File: config.mk
export PLATFORM = sky130hd
export DESIGN_NAME = i2c_xfer_seq
export DESIGN_NICKNAME = d
export VERILOG_FILES = /design/src/rtl/i2c_seq_pkg.sv /design/src/rtl/i2c_seq_ctl.sv /design/src/rtl/i2c_seq_cnt.sv /design/src/rtl/i2c_seq_flags.sv /design/src/rtl/i2c_xfer_seq.sv
export SDC_FILE = /design/constraint.sdc
export NUM_CORES = 1
export LEC_CHECK = 0
export ABC_CLOCK_PERIOD_IN_PS = 4800
export BUFFER_PORTS_ARGS = -buffer_cell sky130_fd_sc_hd__buf_4
export CAP_MARGIN = 40
export CORE_MARGIN = 5
export CORE_UTILIZATION = 48
export CTS_CLUSTER_DIAMETER = 150
export CTS_CLUSTER_SIZE = 16
export DETAILED_ROUTE_END_ITERATION = 10
export PLACE_DENSITY_LB_ADDON = 0.12
export SYNTH_ARGS = -nofsm -noshare
export SYNTH_HDL_FRONTEND = slang
export SYNTH_SLANG_ARGS = --single-unit
File: constraint.sdc
create_clock -name clk -period 4.8 [get_ports clk]
set_input_delay 0.96 -clock clk [delete_from_list [all_inputs] [get_ports clk]]
set_output_delay 0.96 -clock clk [all_outputs]
set_load 0.005 [all_outputs]
File: src/rtl/i2c_seq_pkg.sv
package i2c_seq_pkg;
   typedef enum logic [2:0] {
      S_IDLE  = 3'd0,
      S_START = 3'd1,
      S_RUN   = 3'd2,
      S_SEND  = 3'd3,
      S_RECV  = 3'd4,
      S_STOP  = 3'd5
   } seq_state_t;

   localparam int unsigned FLAG_N    = 4;
   localparam int unsigned FL_NACK   = 0;
   localparam int unsigned FL_ARDY   = 1;
   localparam int unsigned FL_XRDY   = 2;
   localparam int unsigned FL_RRDY   = 3;
endpackage

File: src/rtl/i2c_seq_ctl.sv
module i2c_seq_ctl (
   input  logic clk,
   input  logic rst_n,
   input  logic wr,
   input  logic accept,
   input  logic en,
   input  logic master,
   input  logic tx,
   input  logic addr10,
   input  logic rpt,
   input  logic stop,
   input  logic start,
   input  logic clr_master,
   input  logic clr_stop,
   output logic q_master,
   output logic q_tx,
   output logic q_rpt,
   output logic q_stop,
   output logic go,
   output logic rej
);
   logic take;
   assign take = wr && accept;
   assign go   = take && start && en && master && !addr10;
   assign rej  = take && start && en && (!master || addr10);

   always_ff @(posedge clk or negedge rst_n) begin
      if (!rst_n) begin
         q_master <= 1'b0;
         q_tx     <= 1'b0;
         q_rpt    <= 1'b0;
         q_stop   <= 1'b0;
      end else if (take) begin
         q_master <= master;
         q_tx     <= tx;
         q_rpt    <= rpt;
         q_stop   <= stop;
      end else begin
         if (clr_master) q_master <= 1'b0;
         if (clr_stop)   q_stop   <= 1'b0;
      end
   end

   // a rejected start never reaches the engine
   p_rej_excl_r1: assert property (@(posedge clk) disable iff (!rst_n)
      rej |-> !go);
endmodule

File: src/rtl/i2c_seq_cnt.sv
module i2c_seq_cnt #(
   parameter int unsigned CNT_W = 16
) (
   input  logic             clk,
   input  logic             rst_n,
   input  logic             load,
   input  logic [CNT_W-1:0] load_val,
   input  logic             dec,
   output logic [CNT_W-1:0] cnt,
   output logic             zero
);
   always_ff @(posedge clk or negedge rst_n) begin
      if (!rst_n)    cnt <= '0;
      else if (load) cnt <= load_val;
      else if (dec)  cnt <= cnt - 1'b1;
   end
   assign zero = (cnt == '0);

   // the working counter never wraps below zero
   p_no_wrap_r11: assert property (@(posedge clk) disable iff (!rst_n)
      (dec && !load) |-> !zero);
endmodule

File: src/rtl/i2c_seq_flags.sv
module i2c_seq_flags #(
   parameter int unsigned N = 4
) (
   input  logic         clk,
   input  logic         rst_n,
   input  logic [N-1:0] upd,
   input  logic [N-1:0] val,
   input  logic [N-1:0] clr,
   output logic [N-1:0] q
);
   for (genvar i = 0; i < N; i++) begin : g_flag
      always_ff @(posedge clk or negedge rst_n) begin
         if (!rst_n)      q[i] <= 1'b0;
         else if (upd[i]) q[i] <= val[i];
         else if (clr[i]) q[i] <= 1'b0;
      end
   end

   // an update wins over a clear in the same cycle
   p_upd_wins_r13: assert property (@(posedge clk) disable iff (!rst_n)
      upd[0] |=> q[0] == $past(val[0]));
endmodule

File: src/rtl/i2c_xfer_seq.sv
module i2c_xfer_seq
   import i2c_seq_pkg::*;
#(
   parameter int unsigned ADDR_W    = 10,
   parameter int unsigned CNT_W     = 16,
   parameter int unsigned BYTE_W    = 8,
   parameter int unsigned BUF_DEPTH = 4,
   localparam int unsigned LVL_W    = $clog2(BUF_DEPTH + 1)
) (
   input  logic              clk,
   input  logic              rst_n,
   input  logic              ctl_wr,
   input  logic              ctl_en,
   input  logic              ctl_master,
   input  logic              ctl_tx,
   input  logic              ctl_addr10,
   input  logic              ctl_repeat,
   input  logic              ctl_stop,
   input  logic              ctl_start,
   input  logic [ADDR_W-1:0] tgt_addr,
   input  logic [CNT_W-1:0]  prog_count,
   input  logic              data_kick,
   input  logic [3:0]        flag_clr,
   input  logic [LVL_W-1:0]  buf_level,
   input  logic [BYTE_W-1:0] buf_rd_data,
   output logic              buf_pop,
   output logic              buf_push,
   output logic [BYTE_W-1:0] buf_wr_data,
   output logic              buf_flush,
   output logic              eng_start,
   output logic [ADDR_W-1:0] eng_addr,
   output logic              eng_read,
   output logic              eng_send,
   output logic [BYTE_W-1:0] eng_tx_byte,
   output logic              eng_recv,
   output logic              eng_stop,
   input  logic              eng_done,
   input  logic              eng_ack,
   input  logic [BYTE_W-1:0] eng_rx_byte,
   output logic              flag_nack,
   output logic              flag_ardy,
   output logic              flag_xrdy,
   output logic              flag_rrdy,
   output logic [CNT_W-1:0]  work_count,
   output logic              master_on,
   output logic              stop_pend,
   output logic              bus_open,
   output logic              start_rej
);
   if (BUF_DEPTH < 1 || BUF_DEPTH > 8) begin : g_chk_depth
      $error("BUF_DEPTH must lie in 1..8");
   end
   if (ADDR_W < 7 || BYTE_W != 8 || CNT_W < 2) begin : g_chk_width
      $error("ADDR_W >= 7, BYTE_W == 8 and CNT_W >= 2 are required");
   end

   localparam logic [LVL_W-1:0] FULL_LVL = LVL_W'(BUF_DEPTH);

   seq_state_t st;
   logic c_tx, c_rpt, c_stop, go;
   logic clr_master, clr_stop, cnt_zero, cnt_load, cnt_dec;
   logic ack_ok;
   logic in_run, do_send, do_recv, do_stop, pass_end, pass_eval;
   logic start_done, send_done, recv_done, stop_done;
   logic [FLAG_N-1:0] fl_upd, fl_val, fl_q;

   i2c_seq_ctl u_ctl (
      .clk(clk), .rst_n(rst_n), .wr(ctl_wr), .accept(st == S_IDLE),
      .en(ctl_en), .master(ctl_master), .tx(ctl_tx), .addr10(ctl_addr10),
      .rpt(ctl_repeat), .stop(ctl_stop), .start(ctl_start),
      .clr_master(clr_master), .clr_stop(clr_stop),
      .q_master(master_on), .q_tx(c_tx), .q_rpt(c_rpt), .q_stop(c_stop),
      .go(go), .rej(start_rej)
   );

   i2c_seq_cnt #(.CNT_W(CNT_W)) u_cnt (
      .clk(clk), .rst_n(rst_n), .load(cnt_load), .load_val(prog_count),
      .dec(cnt_dec), .cnt(work_count), .zero(cnt_zero)
   );

   i2c_seq_flags #(.N(FLAG_N)) u_flags (
      .clk(clk), .rst_n(rst_n), .upd(fl_upd), .val(fl_val),
      .clr(flag_clr), .q(fl_q)
   );

   assign flag_nack = fl_q[FL_NACK];
   assign flag_ardy = fl_q[FL_ARDY];
   assign flag_xrdy = fl_q[FL_XRDY];
   assign flag_rrdy = fl_q[FL_RRDY];
   assign stop_pend = c_stop;

   // pass decision
   always_comb begin
      in_run   = (st == S_RUN);
      do_stop  = in_run && c_stop && (c_rpt || cnt_zero);
      do_send  = in_run && !do_stop && c_tx && ack_ok && (buf_level != '0)
                 && (c_rpt || !cnt_zero);
      do_recv  = in_run && !do_stop && !c_tx && (buf_level < FULL_LVL)
                 && (c_rpt || !cnt_zero);
      pass_end = in_run && !do_stop && !do_send && !do_recv;
      pass_eval = (pass_end || do_stop) && !c_rpt;
   end

   assign start_done = (st == S_START) && eng_done;
   assign send_done  = (st == S_SEND)  && eng_done;
   assign recv_done  = (st == S_RECV)  && eng_done;
   assign stop_done  = (st == S_STOP)  && eng_done;

   assign clr_master = pass_eval && cnt_zero && (c_tx || !c_stop);
   assign clr_stop   = ((start_done || send_done) && !eng_ack) || stop_done;
   assign cnt_load   = (start_done && eng_ack) || stop_done;
   assign cnt_dec    = !c_rpt && (send_done || recv_done);

   // flag updates
   always_comb begin
      fl_upd = '0;
      fl_val = '0;
      if ((start_done || send_done) && !eng_ack) begin
         fl_upd[FL_NACK] = 1'b1;
         fl_val[FL_NACK] = 1'b1;
      end
      if (clr_master) begin
         fl_upd[FL_ARDY] = 1'b1;
         fl_val[FL_ARDY] = 1'b1;
      end
      if (pass_eval) begin
         if (c_tx) begin
            fl_upd[FL_XRDY] = 1'b1;
            fl_val[FL_XRDY] = ack_ok && !cnt_zero;
         end else begin
            fl_upd[FL_RRDY] = 1'b1;
            fl_val[FL_RRDY] = (buf_level != '0);
         end
      end else if (pass_end && c_rpt) begin
         fl_upd[FL_XRDY] = c_tx;
         fl_val[FL_XRDY] = c_tx;
         fl_upd[FL_RRDY] = !c_tx;
         fl_val[FL_RRDY] = !c_tx;
      end
   end

   // engine and buffer strobes
   assign eng_start   = go;
   assign eng_addr    = tgt_addr;
   assign eng_read    = !ctl_tx;
   assign eng_send    = do_send;
   assign eng_tx_byte = buf_rd_data;
   assign eng_recv    = do_recv;
   assign eng_stop    = do_stop;
   assign buf_pop     = do_send;
   assign buf_push    = recv_done;
   assign buf_wr_data = eng_rx_byte;
   assign buf_flush   = go || stop_done;

   always_ff @(posedge clk or negedge rst_n) begin
      if (!rst_n) begin
         st       <= S_IDLE;
         bus_open <= 1'b0;
         ack_ok   <= 1'b0;
      end else begin
         unique case (st)
            S_IDLE: begin
               if (go) st <= S_START;
               else if (data_kick && bus_open) begin
                  st     <= S_RUN;
                  ack_ok <= 1'b1;
               end
            end
            S_START: if (eng_done) begin
               bus_open <= eng_ack;
               ack_ok   <= eng_ack;
               st       <= eng_ack ? S_RUN : S_IDLE;
            end
            S_RUN: begin
               if (do_stop)      st <= S_STOP;
               else if (do_send) st <= S_SEND;
               else if (do_recv) st <= S_RECV;
               else              st <= S_IDLE;
            end
            S_SEND: if (eng_done) begin
               if (!eng_ack) ack_ok <= 1'b0;
               st <= S_RUN;
            end
            S_RECV: if (eng_done) st <= S_RUN;
            S_STOP: if (eng_done) begin
               bus_open <= 1'b0;
               st       <= S_IDLE;
            end
            default: st <= S_IDLE;
         endcase
      end
   end

   p_one_req_r2: assert property (@(posedge clk) disable iff (!rst_n)
      $onehot0({eng_start, eng_send, eng_recv, eng_stop}));
   p_send_held_r5: assert property (@(posedge clk) disable iff (!rst_n)
      eng_send |-> (buf_level != '0) && bus_open);
   p_recv_room_r7: assert property (@(posedge clk) disable iff (!rst_n)
      eng_recv |-> buf_level < FULL_LVL);
   p_start_nack_r3: assert property (@(posedge clk) disable iff (!rst_n)
      (start_done && !eng_ack) |=> flag_nack && !stop_pend && !bus_open);
   p_stop_reload_r8: assert property (@(posedge clk) disable iff (!rst_n)
      stop_done |=> !bus_open && !stop_pend && work_count == $past(prog_count));
   p_closed_quiet_r12: assert property (@(posedge clk) disable iff (!rst_n)
      (st == S_IDLE && !bus_open) |-> !(eng_send || eng_recv || eng_stop));
   p_send_nack_r10: assert property (@(posedge clk) disable iff (!rst_n)
      (send_done && !eng_ack) |=> flag_nack && !stop_pend && !eng_send);
endmodule

==> results of run 1 <==
==> critical path, stage by stage, from the launching register on <==
cell	delay (ns)
dfrtp_1	0.68
nor3b_2	0.59
nand3b_1	0.13
a21oi_1	0.29
buf_4	0.17
==> path summary, 6_finish.rpt <==
check | to | slack (ns)
max | buf_pop | 1.70
min | u_flags.q[0] | 0.49
max reg2reg | u_ctl.q_master | 2.67
min reg2reg | u_flags.q[0] | 0.49
max in group asynchronous | u_cnt.cnt[12] | 3.92
min in group asynchronous | st[1] | 0.60
==> cells by family (layout without fill, tap and decap cells) <==
kind of cell	after synthesis	count (layout)	share of synthesized area (%)
flip-flops	29	29	35.1
AO/OA/AOI/OAI	51	51	17.7
multiplexers	5	5	2.72
AND/OR/NAND/NOR	83	83	23.3
XOR/XNOR	15	15	6.35
buffers and inverters	48	88	14.2
adder cells (fa/ha/maj)	1	1	0.605
==> synthesized netlist by cell type, types with 3 or more instances <==
| library cell | number | area (um^2) |
|---|---|---|
| a21oi_1 | 8 | 40.0 |
| and4_1 | 3 | 26.3 |
| buf_2 | 4 | 20.0 |
| buf_4 | 27 | 203 |
| clkbuf_1 | 4 | 15.0 |
| dfrtp_1 | 29 | 726 |
| inv_1 | 12 | 45.0 |
| mux2_2 | 5 | 56.3 |
| nand2_1 | 29 | 109 |
| nand3_1 | 3 | 15.0 |
| nor2_1 | 15 | 56.3 |
| nor3_1 | 12 | 60.1 |
| o21ai_0 | 17 | 85.1 |
| o21ai_2 | 5 | 43.8 |
| or3_1 | 3 | 18.8 |
| xnor2_1 | 13 | 114 |
==> stage by stage <==
step                      cells  cell area, um^2  total power [mW]  worst slack (ns)
after global placement      314             2400              1.17              1.79
after detailed placement    314             2400              1.18              1.76
after CTS                   322             2480              1.38              1.71
final                       322             2480              1.37              1.70
after global routing        322             2480              1.48              1.54
after floorplan             232             2070             0.938              2.10
==> flip-flops by register name, summed over array words and instances (netlist names) <==
| signal | flops |
|---|---|
| u_ctl.q_rpt | 1 |
| u_ctl.q_master | 1 |
| st | 3 |
| bus_open | 1 |
| u_ctl.q_tx | 1 |
| u_ctl.q_stop | 1 |
| ack_ok | 1 |
| u_cnt.cnt | 16 |
| u_flags.q | 4 |
==> layout make-up <==
type / count / area (um^2) / share of cell area [%]
clock buffers: 8 / 80.1 / 3.22
inverters: 12 / 45.0 / 1.81
multi-input cells: 155 / 1060 / 42.7
flip-flops and latches: 29 / 726 / 29.2
well taps: 50 / 62.6 / 2.52
repair buffers: 68 / 510 / 20.5
==> metal layers <==
metal	global-route usage [%]	wire, um	up-vias
met5	0	0	-
met4	6.80	69	0
met3	6.07	425	7
met2	28.3	2310	61
met1	22.7	1980	795
li1	-	-	854
==> power by group through the flow <==
stage | sequential, mW | combinational, mW | clock, mW
after floorplan | 0.476 | 0.462 | 0
final | 0.540 | 0.634 | 0.192
after CTS | 0.539 | 0.642 | 0.199
after global placement | 0.541 | 0.626 | 0
after global routing | 0.563 | 0.709 | 0.210
after detailed placement | 0.542 | 0.638 | 0
==> flow_metrics.py, run 1 <==
metrics = {
    "worst_setup_path": {
        "endpoint_kind": "primary output",
        "worstRegToRegCells": 5,
        "critPathKind": "reg -> out",
        "crit_path_start": "st[1]",
        "crit_required_ns": 3.84,
        "r2r-start": "st[1]",
        "cp.arrival_ns": 2.14,
        "worstSetupStartpointType": "register",
        "cp_max_fo": 14,
    },
    "power": {
        "p_clk_share_pct": 14.0,
        "internal_power_mw": 0.794,
        "leakage_nw": 1.10,
        "ir_drop_mv": 0.271,
        "seqPwrFrac_pct": 39.6,
        "p_sw_mw": 0.572,
        "comb_power_share_pct": 46.4,
        "netSwitchingFraction_pct": 41.8,
        "p_per_area_nw_per_um2": 550,
    },
    "timing": {
        "skew_ns": 0.00473,
        "fmax_ghz": 0.323,
        "whs_ns": 0.486,
        "post-route-period-util_pct": 64.5,
        "grt_setup_unrepaired": "false",
        "fin_setup_tns_ns": 0,
        "drv_slew": 0,
        "finalHoldViolCount": 0,
        "worst_slew_pin_slew_ns": 0.574,
        "min_period_ns": 3.10,
        "timing.slew.headroom_pct": 61.4,
        "setup_viol": 0,
    },
    "yosys": {
        "synth-edff-count": 0,
        "ys_seq_area_share_pct": 35.1,
        "netlist_area_um2": 2070,
        "synthArstFlopShare_pct": 100,
        "ys_ff_latch": 29,
        "ys_types": 50,
        "synth_flop_cell": "dfrtp_1",
        "synth_nets": 295,
        "syn_inst": 232,
        "avgSynthCellArea_um2": 8.91,
        "yosys_warnings": 0,
    },
    "place": {
        "globalplace.congestion": 0.762,
        "port_buffers": 67,
        "place_hpwl_um": 3590,
    },
    "global_route": {
        "antenna_found_initial": 0,
        "grt_pass1_wl_um": 7810,
        "grt_max_degree": 32,
        "grt_pass1_vias": 1693,
        "gr-total-overflow": 0,
        "grt_usage_pct": 17.9,
    },
    "routing": {
        "final_antenna_net_count": 0,
        "vias": 1717,
        "wl_um": 4780,
        "drtIter0Drc": 72,
        "viasPerCell": 5.33,
        "drt_first_pass_iters": 4,
        "drc": 0,
        "wl_per_cell_um": 14.8,
    },
    "clock_network": {
        "root_buffer": "clkbuf_8",
        "cts_resized": 0,
        "path_clk_slew_ns": 0.06,
        "numClockSinks": 29,
        "cts_hold_buf": 0,
        "clk_latency_ns": 0.28,
        "numCtsBuffers": 5,
        "clockBufferDepth": 2,
        "cts_tree": "built",
        "htreeDepth": 2,
        "post_cts.repair.setup_buffers": 0,
    },
    "layout": {
        "diodes": 0,
        "nets": 334,
        "fillers": 374,
        "area_growth_pct": 20.1,
        "layout_common_cells": "buf_4 (68), nand2_1 (29), dfrtp_1 (29)",
        "final_common_cell": "buf_4",
        "drive_gt1_share_pct": 34.6,
        "final_util_pct": 60.8,
    },
    "job": {
        "maxCapViolCount": 0,
    },
    "hold_path": {
        "worstHoldPathType": "reg -> reg",
        "min_path_cells": 1,
        "min_from": "u_flags.q[0]",
    },
    "floorplanning": {
        "pin_count": 120,
        "row_count": 23,
        "die_w_um": 75.6,
        "die_area_um2": 5720,
        "die_h_um": 75.6,
        "initial_utilization_pct": 50.6,
        "core_area_um2": 4090,
    },
    "status": {
        "status": "complete, no violations",
    },
}
Note: power is estimated with default switching activity, not from simulation.
==> run 2: changes to the inputs <==
--- a/config.mk
+++ b/config.mk
@@ -5,11 +5,11 @@
 export SDC_FILE = /design/constraint.sdc
 export NUM_CORES = 1
 export LEC_CHECK = 0
-export ABC_CLOCK_PERIOD_IN_PS = 4800
+export ABC_CLOCK_PERIOD_IN_PS = 2500
 export BUFFER_PORTS_ARGS = -buffer_cell sky130_fd_sc_hd__buf_4
 export CAP_MARGIN = 40
 export CORE_MARGIN = 5
-export CORE_UTILIZATION = 48
+export CORE_UTILIZATION = 40
 export CTS_CLUSTER_DIAMETER = 150
 export CTS_CLUSTER_SIZE = 16
 export DETAILED_ROUTE_END_ITERATION = 10
==> constraint.sdc (replaced) <==
create_clock -name clk -period 2.5 [get_ports clk]
set_input_delay 0.5 -clock clk [delete_from_list [all_inputs] [get_ports clk]]
set_output_delay 0.5 -clock clk [all_outputs]
set_load 0.005 [all_outputs]
==> flow_metrics.py, run 2 (synthesis gave the netlist of run 1 again) <==
metrics = {
    "status": {
        "status": "complete, no violations",
    },
    "layout": {
        "area_growth_pct": 26.5,
        "largestRegisters": "u_cnt.cnt (16), u_flags.q (4), st (3)",
        "top_register": "u_cnt.cnt",
        "ff_latch_area_um2": 726,
        "drive_gt1_share_pct": 37.8,
        "nets": 340,
        "largest_reg_flops": 16,
        "fillers": 533,
        "final_common_cell": "buf_4",
        "diodes": 0,
        "multi_input_area_um2": 1070,
        "layout_common_cells": "buf_4 (74), nand2_1 (29), dfrtp_1 (29)",
        "stdcell_count": 348,
    },
    "timing": {
        "post-route-period-util_pct": 94.9,
        "worst_slew_pin_slew_ns": 0.519,
        "min_period_ns": 2.37,
        "grt_setup_unrepaired": "false",
        "setup_viol": 0,
        "fin_setup_tns_ns": 0,
        "timing.slew.headroom_pct": 65.1,
        "setup_slack_ns": 0.127,
        "skew_ns": 0.00607,
        "drv_slew": 0,
        "finalHoldViolCount": 0,
        "fmax_ghz": 0.421,
    },
    "worst_setup_path": {
        "critical-path-top-delay-family": "simple AND/OR/NAND/NOR gates",
        "r2r-start": "u_cnt.cnt[9]",
        "r2r-end": "u_ctl.q_master",
        "critPathKind": "reg -> out",
        "critPathBufInv": 1,
        "rrSetupSlack_ns": 0.40,
        "endpoint_kind": "primary output",
        "crit_path_start": "u_cnt.cnt[9]",
        "slowest_stage": "nor4_1",
        "worstSetupStartpointType": "register",
        "crit_required_ns": 2.00,
        "cp.arrival_ns": 1.87,
        "crit_path_cell_trace": "nor4_1 > and4_2 > a21oi_1 > buf_4",
        "cp_max_fo": 4,
        "worstRegToRegCells": 6,
        "crit_path_max_incr_delay_ns": 0.50,
    },
    "routing": {
        "drc": 0,
        "final_antenna_net_count": 0,
        "viasPerCell": 5.05,
        "drt_first_pass_iters": 4,
        "vias": 1756,
        "wl_um": 4960,
        "drtIter0Drc": 104,
        "wl_per_cell_um": 14.3,
    },
    "place": {
        "dp_slack_ns": 0.376,
        "port_buffers": 67,
        "globalplace.congestion": 0.808,
        "place_hpwl_um": 3760,
        "dpl.cell_count": 339,
    },
    "floorplanning": {
        "die_w_um": 81.9,
        "die_h_um": 81.9,
        "row_count": 26,
        "core_area_um2": 5070,
        "pin_count": 120,
        "die_area_um2": 6710,
        "initial_utilization_pct": 40.8,
    },
    "clock_network": {
        "cts_tree": "built",
        "clk_latency_ns": 0.28,
        "htreeDepth": 2,
        "root_buffer": "clkbuf_8",
        "clockBufferDepth": 2,
        "path_clk_slew_ns": 0.07,
        "numCtsBuffers": 5,
        "numClockSinks": 29,
    },
    "global_route": {
        "grt_max_degree": 31,
        "antenna_found_initial": 0,
        "gr-total-overflow": 0,
        "grt_pass1_vias": 1652,
        "grt_usage_pct": 15.1,
        "grt_pass1_wl_um": 7760,
    },
    "hold_path": {
        "worstHoldPathType": "in -> async",
    },
    "power": {
        "leakage_nw": 1.16,
        "ir_drop_mv": 0.557,
        "p_per_area_nw_per_um2": 1110,
    },
    "job": {
        "maxCapViolCount": 0,
    },
}
run 2: cell types whose count changed in the layout (fill, tap and decap cells not counted), sizes merged:
cell,before,now
clkinv,0,1
bufinv,0,2
clkbuf,8,5
buf,68,74
run 2: area by class of cell:
cell class | instances | area share (%)
clock buffers | 5 | 2.63
clock inverters | 3 | 2.49
inverters | 12 | 1.72
multi-input cells | 155 | 40.8
flip-flops and latches | 29 | 27.7
well taps | 70 | 3.35
repair buffers | 74 | 21.2
run 2: per-stage QoR:
step | util, % | hold slack [ns] | power (mW) | area, um^2
floorplan | - | 0.204 | 1.80 | 2070
global placement | 48.6 | 0.460 | 2.33 | 2470
detailed placement | 48.6 | 0.460 | 2.34 | 2470
CTS | 51.3 | 0.154 | 2.94 | 2600
global route | 51.6 | 0.174 | 3.15 | 2620
finish | 51.6 | 0.148 | 2.91 | 2620
run 2: repair_timing:
item | 4_1_cts | 5_1_grt
gates resized for setup | 0 | 2
setup endpoints to repair | 0 | 4
hold buffers | 0 | 0
buffers inserted | 0 | 1
run 2: routing by layer:
layer | vias to the layer above | share of wire (%) | track usage [%] | wire [um]
met5 | - | 0 | 0 | 0
li1 | 869 | - | - | -
met1 | 813 | 41 | 17.9 | 2060
met4 | 0 | 1.6 | 5.15 | 78
met2 | 64 | 48 | 25.0 | 2390
met3 | 10 | 8.9 | 5.59 | 443
run 2: worst max-delay path by stage:
stage	endpoint	cells after the start
3_3_place_gp	buf_pop	6
6_report	eng_send	4
2_1_floorplan	eng_send	5
5_1_grt	buf_pop	6
4_1_cts	eng_send	6
3_5_place_dp	eng_send	6
run 2: power breakdown:
part / leakage (nW) / total [mW] / switching, mW / internal [mW]
sequential: 0.365 / 0.961 / 0.280 / 0.681
clock: 0.0681 / 0.579 / 0.184 / 0.396
combinational: 0.727 / 1.37 / 0.669 / 0.705
total: 1.16 / 2.91 / 1.13 / 1.78
==> run 3: changes to the inputs <==
--- a/config.mk
+++ b/config.mk
@@ -8,6 +8,7 @@
 export ABC_CLOCK_PERIOD_IN_PS = 2500
 export BUFFER_PORTS_ARGS = -buffer_cell sky130_fd_sc_hd__buf_4
 export CAP_MARGIN = 40
+export CORE_ASPECT_RATIO = 0.75
 export CORE_MARGIN = 5
 export CORE_UTILIZATION = 40
 export CTS_CLUSTER_DIAMETER = 150
==> flow_metrics.py, run 3 (synthesis gave the netlist of run 1 again) <==
metrics = {
    "worst_setup_path": {
        "crit_path_start": "u_cnt.cnt[0]",
        "cp_max_fo": 4,
        "endpoint_kind": "primary output",
        "critical-path-top-delay-family": "simple AND/OR/NAND/NOR gates",
        "crit_path_max_incr_delay_ns": 0.41,
        "r2r-start": "st[0]",
        "critPathBufInv": 2,
        "critPathKind": "reg -> out",
        "slowest_stage": "dfrtp_1",
        "cp.arrival_ns": 1.84,
        "crit_required_ns": 2.00,
        "crit_path_cell_trace": "inv_1 > ha_1 > nor4b_2 > and4_1 > a21oi_1 > buf_4",
        "worstSetupStartpointType": "register",
    },
    "routing": {
        "wl_per_cell_um": 14.1,
        "viasPerCell": 5.02,
        "drt_first_pass_iters": 4,
        "drc": 0,
        "drtIter0Drc": 33,
        "wl_um": 4750,
        "vias": 1688,
        "final_antenna_net_count": 0,
    },
    "timing": {
        "drv_slew": 0,
        "worst_slew_pin_slew_ns": 0.539,
        "setup_viol": 0,
        "setup_slack_ns": 0.161,
        "timing.slew.headroom_pct": 64.1,
        "post-route-period-util_pct": 93.6,
        "finalHoldViolCount": 0,
        "fmax_ghz": 0.427,
        "fin_setup_tns_ns": 0,
        "grt_setup_unrepaired": "false",
        "skew_ns": 0.00891,
        "min_period_ns": 2.34,
    },
    "status": {
        "status": "complete, no violations",
    },
    "clock_network": {
        "clk_latency_ns": 0.28,
        "htreeDepth": 2,
        "cts_tree": "built",
        "numClockSinks": 29,
        "path_clk_slew_ns": 0.07,
        "cts_hold_buf": 0,
        "clockBufferDepth": 2,
        "numCtsBuffers": 5,
        "root_buffer": "clkbuf_8",
    },
    "power": {
        "comb_power_share_pct": 46.4,
        "p_clk_share_pct": 17.9,
        "p_per_area_nw_per_um2": 1100,
        "netSwitchingFraction_pct": 39.9,
        "p_sw_mw": 1.13,
        "ir_drop_mv": 0.591,
        "internal_power_mw": 1.70,
        "leakage_nw": 1.14,
        "seqPwrFrac_pct": 35.7,
    },
    "place": {
        "dp_slack_ns": 0.283,
        "port_buffers": 67,
        "globalplace.congestion": 0.807,
        "place_hpwl_um": 3690,
        "dpl.cell_count": 328,
    },
    "floorplanning": {
        "initial_utilization_pct": 41.7,
        "pin_count": 120,
        "die_w_um": 93.0,
        "row_count": 22,
        "die_h_um": 72.3,
        "core_area_um2": 4950,
        "die_area_um2": 6720,
    },
    "layout": {
        "final_util_pct": 52.0,
        "fillers": 490,
        "top_register": "u_cnt.cnt",
        "area_growth_pct": 24.6,
        "drive_gt1_share_pct": 37.0,
        "diodes": 0,
        "layout_common_cells": "buf_4 (72), nand2_1 (29), dfrtp_1 (29)",
        "final_common_cell": "buf_4",
        "largest_reg_flops": 16,
        "stdcell_count": 336,
        "multi_input_area_um2": 1070,
        "largestRegisters": "u_cnt.cnt (16), u_flags.q (4), st (3)",
        "nets": 338,
        "ff_latch_area_um2": 726,
    },
    "global_route": {
        "antenna_found_initial": 0,
        "grt_usage_pct": 14.2,
        "grt_max_degree": 31,
        "grt_pass1_wl_um": 7660,
        "gr-total-overflow": 0,
        "grt_pass1_vias": 1551,
    },
    "job": {
        "maxCapViolCount": 0,
    },
    "hold_path": {
        "worstHoldPathType": "in -> async",
    },
}
-- run 3: per-layer routing --
layer | routed length [um] | vias to the layer above | GRT usage (%)
met2 | 2000 | 50 | 19.9
met1 | 2340 | 771 | 21.2
met3 | 377 | 5 | 4.25
met5 | 0 | - | 0
li1 | - | 862 | -
met4 | 28 | 0 | 3.58
-- run 3: final cells by class --
| class | count | area share, % |
|---|---|---|
| Clock buffer | 7 | 3.35 |
| Multi-Input combinational cell | 155 | 41.7 |
| Sequential cell | 29 | 28.2 |
| Timing Repair Buffer | 72 | 21.0 |
| Tap cell | 60 | 2.91 |
| Inverter | 12 | 1.75 |
| Clock inverter | 1 | 1.17 |
-- run 3: stage by stage --
step	cell area (um^2)	power [mW]	hold slack, ns
final	2580	2.83	0.141
after global routing	2580	3.07	0.169
after CTS	2570	2.86	0.151
after detailed placement	2450	2.33	0.459
after global placement	2450	2.33	0.456
after floorplan	2070	1.80	0.204
-- run 3: what timing repair did --
action                     CTS  global route
setup endpoints to repair    2             3
gates cloned                 0             0
resized for setup            1             1
setup buffers                0             0
-- run 3: worst paths after layout --
check	endpoint	slack (ns)	depth (start not counted)
worst max register to register	u_cnt.cnt[3]	0.58	4
worst min-delay path	u_cnt.cnt[6]	0.14	1
min in group clk	u_cnt.cnt[7]	0.42	3
worst min register to register	u_flags.q[0]	0.48	1
max in group asynchronous	u_cnt.cnt[0]	2.07	1
worst max-delay path	buf_pop	0.16	6
-- run 3: worst register-to-register path, cell delays in order (launching register included) --
cell      delay (ns)
dfrtp_1         0.68
nand2_1         0.32
a211oi_4        0.30
buf_4           0.34
o21ai_0         0.16
-- run 3: power groups by stage --
stage          clock, mW  combinational [mW]  sequential (mW)
2_1_floorplan          0               0.887            0.913
3_3_place_gp           0                1.32             1.01
3_5_place_dp           0                1.32             1.01
4_1_cts            0.522                1.33             1.01
5_1_grt            0.545                1.46             1.07
6_report           0.506                1.31             1.01
